<file path="src/rtl/cam_pkg.sv">
package cam_pkg;
  typedef enum logic [1:0] {
    OP_IDLE  = 2'b00,
    OP_WRITE = 2'b01,
    OP_INVAL = 2'b10,
    OP_CMP   = 2'b11
  } cam_op_e;
endpackage

</file>
<file path="src/rtl/cam_lowest.sv">
module cam_lowest #(
  parameter int N      = 16,
  parameter int IDX_W  = (N > 1) ? $clog2(N) : 1
) (
  input  logic [N-1:0]     vec,
  output logic [IDX_W-1:0] idx,
  output logic             found
);
  always_comb begin
    idx   = '0;
    found = 1'b0;
    for (int i = N - 1; i >= 0; i--) begin
      if (vec[i]) begin
        idx   = IDX_W'(i);
        found = 1'b1;
      end
    end
  end
endmodule

</file>
<file path="src/rtl/cam_store.sv">
module cam_store #(
  parameter int ENTRIES = 16,
  parameter int DATA_W  = 16,
  parameter int ADDR_W  = 4
) (
  input  logic               clk,
  input  logic               rst_n,
  input  logic               wr_en,
  input  logic               inv_en,
  input  logic [ADDR_W-1:0]  addr,
  input  logic [DATA_W-1:0]  wdata,
  input  logic [DATA_W-1:0]  key,
  output logic [ENTRIES-1:0] vld_o,
  output logic [ENTRIES-1:0] hit_o
);
  for (genvar g = 0; g < ENTRIES; g++) begin : g_ent
    logic              sel;
    logic              vld_q, vld_d;
    logic [DATA_W-1:0] word_q;

    assign sel = (addr == ADDR_W'(g));

    always_comb begin
      vld_d = vld_q;
      if (sel && wr_en)  vld_d = 1'b1;
      if (sel && inv_en) vld_d = 1'b0;
    end

    always_ff @(posedge clk or negedge rst_n) begin
      if (!rst_n) vld_q <= 1'b0;
      else        vld_q <= vld_d;
    end

    always_ff @(posedge clk) begin
      if (sel && wr_en) word_q <= wdata;
    end

    assign vld_o[g] = vld_q;
    assign hit_o[g] = vld_q && (word_q == key);
  end

  AST_WRITE_SETS_VALID: assert property (@(posedge clk) disable iff (!rst_n)
    wr_en |=> vld_o[$past(addr)]);
  AST_INVAL_CLEARS_VALID: assert property (@(posedge clk) disable iff (!rst_n)
    inv_en |=> !vld_o[$past(addr)]);
endmodule

</file>
<file path="src/rtl/cam_flags.sv">
module cam_flags #(
  parameter int ENTRIES = 16,
  parameter int ADDR_W  = 4
) (
  input  logic               clk,
  input  logic               rst_n,
  input  logic               cmp_en,
  input  logic               bank_sel,
  input  logic [ENTRIES-1:0] hit_vec,
  output logic               match_q,
  output logic               multi_q,
  output logic [ADDR_W-1:0]  addr_q
);
  logic              bank_q;
  logic              bank_chg;
  logic              any_hit, many_hit;
  logic [ADDR_W-1:0] hit_idx;
  logic              match_d, multi_d;
  logic [ADDR_W-1:0] addr_d;
  logic              flag_en;

  cam_lowest #(.N(ENTRIES), .IDX_W(ADDR_W)) u_hit_enc (
    .vec   (hit_vec),
    .idx   (hit_idx),
    .found (any_hit)
  );

  assign many_hit = |(hit_vec & (hit_vec - ENTRIES'(1)));
  assign bank_chg = (bank_sel != bank_q);
  assign flag_en  = bank_chg || cmp_en;

  always_comb begin
    match_d = match_q;
    multi_d = multi_q;
    addr_d  = addr_q;
    if (bank_chg) begin
      match_d = 1'b0;
      multi_d = 1'b0;
      addr_d  = '0;
    end else if (cmp_en) begin
      match_d = any_hit;
      multi_d = many_hit;
      addr_d  = hit_idx;
    end
  end

  always_ff @(posedge clk or negedge rst_n) begin
    if (!rst_n) begin
      bank_q <= 1'b0;
    end else begin
      bank_q <= bank_sel;
    end
  end

  always_ff @(posedge clk or negedge rst_n) begin
    if (!rst_n) begin
      match_q <= 1'b0;
      multi_q <= 1'b0;
      addr_q  <= '0;
    end else if (flag_en) begin
      match_q <= match_d;
      multi_q <= multi_d;
      addr_q  <= addr_d;
    end
  end

  AST_MULTI_NEEDS_MATCH: assert property (@(posedge clk) disable iff (!rst_n)
    multi_q |-> match_q);
  AST_BANK_CLEARS: assert property (@(posedge clk) disable iff (!rst_n)
    bank_chg |=> (!match_q && !multi_q));
  AST_FLAGS_HELD: assert property (@(posedge clk) disable iff (!rst_n)
    (!cmp_en && !bank_chg) |=> ($stable(match_q) && $stable(multi_q) && $stable(addr_q)));
endmodule

</file>
<file path="src/rtl/cam_slice.sv">
module cam_slice #(
  parameter int ENTRIES = 16,
  parameter int DATA_W  = 16,
  localparam int ADDR_W = (ENTRIES > 1) ? $clog2(ENTRIES) : 1
) (
  input  logic              clk,
  input  logic              rst_n,
  input  logic [1:0]        op_code,
  input  logic [ADDR_W-1:0] op_addr,
  input  logic [DATA_W-1:0] op_data,
  input  logic              bank_sel,
  input  logic              full_en,
  input  logic              casc_match_in_n,
  input  logic              casc_full_in_n,
  output logic              match_n,
  output logic              multi_n,
  output logic [ADDR_W-1:0] match_addr,
  output logic              match_addr_vld,
  output logic              casc_match_out_n,
  output logic              full_n,
  output logic [ADDR_W-1:0] free_addr,
  output logic              free_here
);
  import cam_pkg::*;

  logic [1:0]         rst_sync_q;
  logic               rst_int_n;
  cam_op_e            op;
  logic               wr_en, inv_en, cmp_en;
  logic [ENTRIES-1:0] vld_vec, hit_vec;
  logic               match_q, multi_q;
  logic               free_found;
  logic               local_full;

  always_ff @(posedge clk or negedge rst_n) begin
    if (!rst_n) rst_sync_q <= 2'b00;
    else        rst_sync_q <= {rst_sync_q[0], 1'b1};
  end
  assign rst_int_n = rst_sync_q[1];

  assign op     = cam_op_e'(op_code);
  assign wr_en  = (op == OP_WRITE);
  assign inv_en = (op == OP_INVAL);
  assign cmp_en = (op == OP_CMP);

  cam_store #(.ENTRIES(ENTRIES), .DATA_W(DATA_W), .ADDR_W(ADDR_W)) u_store (
    .clk    (clk),
    .rst_n  (rst_int_n),
    .wr_en  (wr_en),
    .inv_en (inv_en),
    .addr   (op_addr),
    .wdata  (op_data),
    .key    (op_data),
    .vld_o  (vld_vec),
    .hit_o  (hit_vec)
  );

  cam_flags #(.ENTRIES(ENTRIES), .ADDR_W(ADDR_W)) u_flags (
    .clk      (clk),
    .rst_n    (rst_int_n),
    .cmp_en   (cmp_en),
    .bank_sel (bank_sel),
    .hit_vec  (hit_vec),
    .match_q  (match_q),
    .multi_q  (multi_q),
    .addr_q   (match_addr)
  );

  cam_lowest #(.N(ENTRIES), .IDX_W(ADDR_W)) u_free_enc (
    .vec   (~vld_vec),
    .idx   (free_addr),
    .found (free_found)
  );

  assign local_full       = !free_found;
  assign match_n          = !match_q;
  assign multi_n          = !multi_q;
  assign match_addr_vld   = match_q && casc_match_in_n;
  assign casc_match_out_n = casc_match_in_n && match_n;
  assign full_n           = full_en ? !(local_full && !casc_full_in_n) : casc_full_in_n;
  assign free_here        = !casc_full_in_n && full_n;

  AST_FULL_NEEDS_CHAIN: assert property (@(posedge clk) disable iff (!rst_int_n)
    !full_n |-> !casc_full_in_n);
  AST_FULL_NEEDS_NO_FREE: assert property (@(posedge clk) disable iff (!rst_int_n)
    (full_en && !full_n) |-> (vld_vec == '1));
  AST_ADDR_VALID_QUAL: assert property (@(posedge clk) disable iff (!rst_int_n)
    match_addr_vld |-> (!match_n && casc_match_in_n));
  AST_CHAIN_OUT_LOW: assert property (@(posedge clk) disable iff (!rst_int_n)
    !match_n |-> !casc_match_out_n);
endmodule

</file>
<file path="config.mk">
export PLATFORM = sky130hd
export DESIGN_NAME = cam_slice
export DESIGN_NICKNAME = d
export VERILOG_FILES = /design/src/rtl/cam_pkg.sv /design/src/rtl/cam_lowest.sv /design/src/rtl/cam_store.sv /design/src/rtl/cam_flags.sv /design/src/rtl/cam_slice.sv
export SDC_FILE = /design/constraint.sdc
export NUM_CORES = 1
export LEC_CHECK = 0
export ABC_AREA = 1
export BUFFER_PORTS_ARGS = -buffer_cell sky130_fd_sc_hd__buf_2
export CAP_MARGIN = 20
export CORE_AREA = 2 2 157 159
export DETAILED_ROUTE_END_ITERATION = 16
export DIE_AREA = 0 0 159 161
export GPL_TIMING_DRIVEN = 0
export PLACE_DENSITY_LB_ADDON = 0.05
export SLEW_MARGIN = 20
export SYNTH_ARGS = -nofsm -noshare
export SYNTH_HDL_FRONTEND = slang
export SYNTH_SLANG_ARGS = --single-unit
export TNS_END_PERCENT = 50
</file>
<file path="constraint.sdc">
create_clock -name clk -period 1.4 [get_ports clk]
set_clock_uncertainty 0.15 [all_clocks]
set_input_delay 0.07 -clock clk [delete_from_list [all_inputs] [get_ports clk]]
set_output_delay 0.07 -clock clk [all_outputs]
set_load 0.02 [all_outputs]
</file>
* Yosys cells after proc, flatten, opt, wreduce, memory -nomap -nowiden *
Cells that the tools add are included.
W data, S select, Z words.

cells by class
  add/sub/neg operators = 1
  mux-type cells = 103
  reductions and logical operators = 78
  bitwise operators = 2
  eq/ne operators = 35

operator list
  operator                 count
  $eq A16 B16 Y1           16
  $mux W4                  34
  $mux W1                  69
  $logic_and A1 B1 Y1      52
  $reduce_bool A2 Y1       17
  $eq A4 B4 Y1 const B     8
  $and A16 B16 Y16         1
  $eq A4 B3 Y1 const B     4
  $not A16 Y16             1
  $reduce_or A16 Y1        1
  $sub A16 B1 Y16 const B  1
  $eq A4 B2 Y1 const B     2
  $logic_not A1 Y1         5
  $eq A2 B2 Y1 const B     2
  $eq A4 B1 Y1 const B     1
  $logic_not A4 Y1         1
  $eq A2 B1 Y1 const B     1
  $reduce_and A2 Y1        1
  $logic_or A1 B1 Y1       1
  $ne A1 B1 Y1             1

storage, ports and cells
  flip-flop bits (word level) = 281
  output and inout port bits = 14
  logic and storage cells = 256
  bits of input ports = 28

* Depth between registers and ports, before layout *
  depth in word-level cells = 22
  gate-level depth with buffers = 25
  mapped depth without buffers = 23

* Hierarchy *
From an unflattened synthesis, not the netlist that was laid out.

unflattened totals
  cells, all modules = 1525
  area total of the unflattened synthesis = 13884.6 sq um

modules (own cells, without submodules)
  module      sequential area each (sq um)  area each (sq um)  instances  cells each
  cam_store   8087.8                        12738.5            1          1303
  cam_flags   175.2                         554.3              1          89
  cam_lowest  0.0                           209.0              2          49
  cam_slice   50.0                          173.9              1          35

* Least setup slack after synthesis *
No wires, ideal clock.

  kind = register to register
  start point = register u_store.g_ent[1].word_q[11]
  end point = register u_flags.multi_q
  period minus slack after synthesis = 1884 ps
  setup time = 116 ps
  path buffers = 0
  arrival time = 1618 ps
  cell stages (with the launch flop) = 17
  slack = -484 ps
  data required time = 1134 ps
  cell sequence = edfxtp_1 -> or2_0 -> o21ai_1 -> a21oi_1 -> and3_1 -> nand3_2 -> nand2_2 -> nor2_8 -> nand2_1 -> nand2_1 -> nand2_1 -> nor2_1 -> nand2_1 -> nor2_1 -> nand3_1 -> nand2_1 -> nand2_1

between the ends
  cells in the longest elaborated chain, start to end = 7

RTL lines
  what                     line             text
  start, declared          cam_store.sv:19  logic [DATA_W-1:0] word_q;
  start signal, assigned   cam_store.sv:35  if (sel && wr_en) word_q <= wdata;
  $eq A16 B16 Y1 (*)       cam_store.sv:39  assign hit_o[g] = vld_q && (word_q == key);
  $logic_and A1 B1 Y1 (*)  cam_store.sv:39
  $sub A16 B1 Y16          cam_flags.sv:28  assign many_hit = |(hit_vec & (hit_vec - ENTRIES'(1)));
  $and A16 B16 Y16 (*)     cam_flags.sv:28
  $reduce_or A16 Y1 (*)    cam_flags.sv:28
  $mux W1 (*)              cam_flags.sv:40  end else if (cmp_en) begin
  $mux W1 (*)              cam_flags.sv:36  if (bank_chg) begin
  end signal, assigned     cam_flags.sv:62  multi_q <= multi_d;
  end, declared            cam_flags.sv:11  output logic multi_q,

Every way passes the cells marked *; elsewhere a longest branch is shown, timed or not. The select of a mux whose other input is x is not followed.
A chain may end at the register's enable or synchronous reset.

* Final worst setup path *
  start point = register u_store.g_ent[15].vld_q
  end point = output free_addr[0]

between the ends
  cells in the longest elaborated chain, start to end = 17

RTL lines
  what                    line              text
  start, declared         cam_store.sv:18   logic vld_q, vld_d;
  start signal, assigned  cam_store.sv:31   else vld_q <= vld_d;
  $not A16 Y16            cam_slice.sv:70   .vec (~vld_vec),
  $mux W4 (16 in a row)   cam_lowest.sv:13  if (vec[i]) begin
  end, declared           cam_slice.sv:21   output logic [ADDR_W-1:0] free_addr,

No other way between the ends.

==> impl_summary.md <==
Run status
The flow ran to the end, but the final reports show violations. The final reports fail on negative hold slack, negative setup slack.

Logic synthesis
The synthesized netlist devotes under 10% of its cell area to compound gates. Counting flops with an async set or reset pin after synthesis yields a share of about 8.9%. Synthesis produced roughly 1.2k cells. Sorting the synthesized cells by area gives the leading types as sky130_fd_sc_hd__edfxtp_1, sky130_fd_sc_hd__nand2_1, sky130_fd_sc_hd__dfrtp_1. The post-synth design cell area is approximately 13,000 µm². The synthesized design devotes to its leading area cell type 58.5% of total area.

The number of flops mapped to enable cells by yosys is around 260. Synthesis instantiated a little under 50 different standard cells from the library. Yosys printed 0 warnings. The post-synthesis share of cell area spent on and, or, nand and nor gates is roughly 18%. In the synthesized netlist the dominant register cell turns out to be sky130_fd_sc_hd__edfxtp_1.

Of the total synthesized cell area, the portion taken by full adders, half adders and majority gates is 0%. The share of cell area taken by muxes after synthesis is 0%. The post-synth net total is between 1k and 1.5k. The cell type with the largest total area after synthesis is sky130_fd_sc_hd__edfxtp_1.

Of the total synthesized cell area, the portion taken by XOR and XNOR cells is roughly 4.5%. Sequential elements use a little over three fifths of the synthesized area. The dominant combinational cell family by area after synthesis is simple AND/OR/NAND/NOR gates. After synthesis the netlist holds a flip-flop and latch count of ~280. The mean area per synthesized cell is between 10 and 15 µm².

Detailed routing
The detailed router finished its first iteration with 1,046 violations. Dividing the detail-routed wire length by the instance count gives ~24 µm. The aggregate routed wire length is 41,500 µm.

After detailed routing, the number of vias per cell comes to 5.77. The first-pass iteration count of the detailed router is 5. The total via count in the routed design is around 9.9k. The count of nets left with antenna violations once routing finished came out at 0. The number of DRC violations after detailed routing is 0.

Layout
The layout has roughly 1.9k filler cells. Of the cells placed in the final design, the portion with a size suffix greater than 1 is 20.4%. Summing all flip-flop and latch instances after layout gives approximately 8300 µm². Leaving out fill and tap cells, the most frequent cells in the layout are sky130_fd_sc_hd__nand2_1, sky130_fd_sc_hd__edfxtp_1, sky130_fd_sc_hd__nor2_1. The most common cell after layout, fill and taps aside is sky130_fd_sc_hd__nand2_1. The layout-stage area growth over the synthesis result is 20.1%. The combined area of the multi-input logic cells is 4490 µm². The utilization after layout is 65.8%. The count of inserted antenna diode cells is 0.

The final net count is approximately 1.4k. The final standard cell area without fillers is around 16,000 µm². Leaving out filler cells and counting taps, the final layout contains ~1.7k.

Setup path
The launch point of the worst reg-to-reg path is u_store.g_ent[14].vld_q. The startpoint class of the critical path is a register. The largest incremental delay on the critical path is 0.39 ns.

The kind of end point of the critical path is a primary output. The data arrival time of the critical path is ~2.2 ns. Along the worst path, the maximum fanout reaches 3. The required time reported for the critical path endpoint is around 1.2 ns.

Among the stages of the critical path, the cell type that occurs most often is sky130_fd_sc_hd__nand2_1. The largest individual stage delay along the critical path comes from the cell sky130_fd_sc_hd__dfrtp_1. The kind of critical path is register to primary output. The setup check on the worst reg-to-reg path leaves a slack of -0.90 ns.

The startpoint of the worst setup timing path is u_store.g_ent[15].vld_q. The signal on the critical path passes through buf_6 -> o21ai_2 -> a21oi_2 -> o21ai_1 -> a21oi_1 -> o21ai_1 -> nand2_1 -> nand2_1 -> nand2_1 -> a21oi_2 -> buf_4.

Worst hold path
The path class of the lowest-slack min-delay path is primary input to register. The hold path startpoint is op_code[1].

Clock tree
Buffers inserted during clock tree synthesis total 29. TritonCTS built the clock tree. The clock latency on the worst-skew pair is around 0.56 ns. The clock-pin slew reported for the worst setup and hold paths after clock tree synthesis is 0.06 ns. CTS saw between 200 and 300 sinks. The maximum clock path buffer count is 3. The cell chosen for the clock root is sky130_fd_sc_hd__clkbuf_16. CTS built an H-tree with a depth of 1.

Timing
Setup repair after global routing could not meet its margin everywhere. The transition time at the pin with the least slew margin is about 1.2 ns. The total count of hold-check failures in the final report was 8. Summed over all failing endpoints, the final setup total negative slack is -46.63 ns.

The routed design could run at a clock period as short as between 2 and 2.5 ns. The smallest setup slack after layout is -1.00 ns. Timing would allow up to between 400 and 500 MHz. The final setup violation count is between 200 and 250. The final hold slack is -0.143 ns.

The final number of max-transition violations was 0. Headroom to the max-slew limit came out at 21.3%. After layout, the worst path uses 172% of the clock period.

Global routing
The number of global-route vias before repair is slightly above 9k. Entering global routing, the biggest net connects 24 pins. For this run, the total global-route usage over all layers was measured as 32.1%. The initial antenna violation count is 2. The wire length of the first global-routing pass is 59,100 µm.

For this run the aggregate overflow at the end of global routing stands at 0.

Place
Summing all placed instances gives a cell area of ~14,000 µm². The detailed-placement wirelength estimate is 24,800 µm. Routability-driven placement finished with a final weighted congestion of approximately 0.86.

The number of input and output port buffers inserted is around 40. Once placement completed, the tool counted placed cells totaling about 1.6k.

Power
In this run the power density over the cells is ~1200 nW/µm². The leakage power is 6.22 nW. The maximum ir drop on the vdd rail is ~0.99 mV.

Floorplan
The initial utilization of the core area, before any placement, comes to 54.8%. From left edge to right edge, the die measures between 150 and 200 µm. The area of the die is about 26,000 µm². The total area inside the core boundary comes to around 24,000 µm². The count of boundary I/O pins is between 40 and 50. The floorplan has 57 rows. The height of the chip is between 150 and 200 µm.

Run
Across the run, the number of max-cap violations was 0.
## metal layers
metal / GRT usage, % / up-vias / share of wire [%] / routed length, µm
li1: - / 4506 / - / -
met1: 44.2 / 4804 / 40 / 16500
met2: 53.5 / 484 / 47 / 19600
met3: 4.11 / 88 / 8.6 / 3590
met4: 10.5 / 0 / 4.4 / 1810
met5: 0 / - / 0 / 0
## area by class of cell
cell class,instances,area share (%)
Clock inverter,10,0.333
Buffer,37,1.97
Multi-Input combinational cell,805,28.5
Tap cell,324,2.57
Timing Repair Buffer,98,5.85
Sequential cell,281,52.8
Clock buffer,42,5.23
Inverter,115,2.80
## Yosys cell counts (3+ instances only)
cell / count
sky130_fd_sc_hd__nor2_1: 142
sky130_fd_sc_hd__nand4_1: 14
sky130_fd_sc_hd__edfxtp_1: 256
sky130_fd_sc_hd__nand3_1: 21
sky130_fd_sc_hd__nand2_1: 325
sky130_fd_sc_hd__xor2_1: 47
sky130_fd_sc_hd__buf_6: 13
sky130_fd_sc_hd__or2_0: 5
sky130_fd_sc_hd__inv_4: 3
sky130_fd_sc_hd__o21ai_1: 19
sky130_fd_sc_hd__inv_1: 97
sky130_fd_sc_hd__nor2_2: 4
sky130_fd_sc_hd__o22ai_1: 31
sky130_fd_sc_hd__inv_2: 15
sky130_fd_sc_hd__buf_2: 10
sky130_fd_sc_hd__a221oi_1: 12
sky130_fd_sc_hd__nand3_2: 11
sky130_fd_sc_hd__o22a_1: 12
sky130_fd_sc_hd__or2_1: 6
sky130_fd_sc_hd__a21o_1: 3
sky130_fd_sc_hd__and3_1: 3
sky130_fd_sc_hd__a22o_1: 7
sky130_fd_sc_hd__o21ai_0: 49
sky130_fd_sc_hd__dfrtp_1: 25
sky130_fd_sc_hd__clkbuf_1: 3
sky130_fd_sc_hd__or2_2: 13
sky130_fd_sc_hd__o2111ai_1: 3
sky130_fd_sc_hd__nand2_2: 5
sky130_fd_sc_hd__xnor2_1: 20
sky130_fd_sc_hd__buf_4: 11
sky130_fd_sc_hd__nor3_1: 11
sky130_fd_sc_hd__nor4_1: 5
sky130_fd_sc_hd__a21oi_1: 12
sky130_fd_sc_hd__a211oi_1: 7
## timing repair
action	in CTS	in global routing
endpoints found under the hold margin	343	22
endpoints found under the setup margin	14	461
setup buffers	10	17
pin swaps	12	22
hold buffers	25	5
gates cloned	0	1
gates resized for setup	52	73
## state kept, by name, summed over array words and instances (netlist names)
register	cells
u_store.g_ent.word_q	256
u_store.g_ent.vld_q	16
u_flags.addr_q	4
rst_sync_q	2
u_flags.bank_q	1
u_flags.match_q	1
u_flags.multi_q	1
## critical path, delay by kind of cell (launching register included)
family | cells | cell delay, ns
flip-flops | 1 | 0.39
AND/OR/NAND/NOR | 3 | 0.23
buffers and inverters | 2 | 0.30
AO/OA/AOI/OAI | 6 | 0.71
## final timing paths
path                                          end  cells past startpoint
max                                  free_addr[0]                     11
min                        u_store.g_ent[0].vld_q                      5
max reg2reg                       u_flags.multi_q                     18
min reg2reg                u_store.g_ent[1].vld_q                      0
max in group asynchronous  u_store.g_ent[5].vld_q                      0
min in group asynchronous  u_store.g_ent[1].vld_q                      0
## logic make-up after synthesis
group / Yosys count
AO/OA/AOI/OAI: 168
XOR/XNOR: 67
buffers and inverters: 152
flip-flops: 281
other: 1
AND/OR/NAND/NOR: 569
## metrics by stage
step | setup slack, ns | total power, mW
2_1_floorplan | -0.480 | 10.6
3_3_place_gp | -1.75 | 11.3
3_5_place_dp | -1.78 | 11.3
4_1_cts | -0.914 | 18.7
5_1_grt | -1.13 | 19.4
6_report | -1.00 | 18.9
## report_power, final
group	switching (mW)	internal, mW
sequential	0.236	9.38
combinational	1.34	0.722
clock	3.19	4.06
total	4.77	14.2
(Power assumes the default switching activity.)
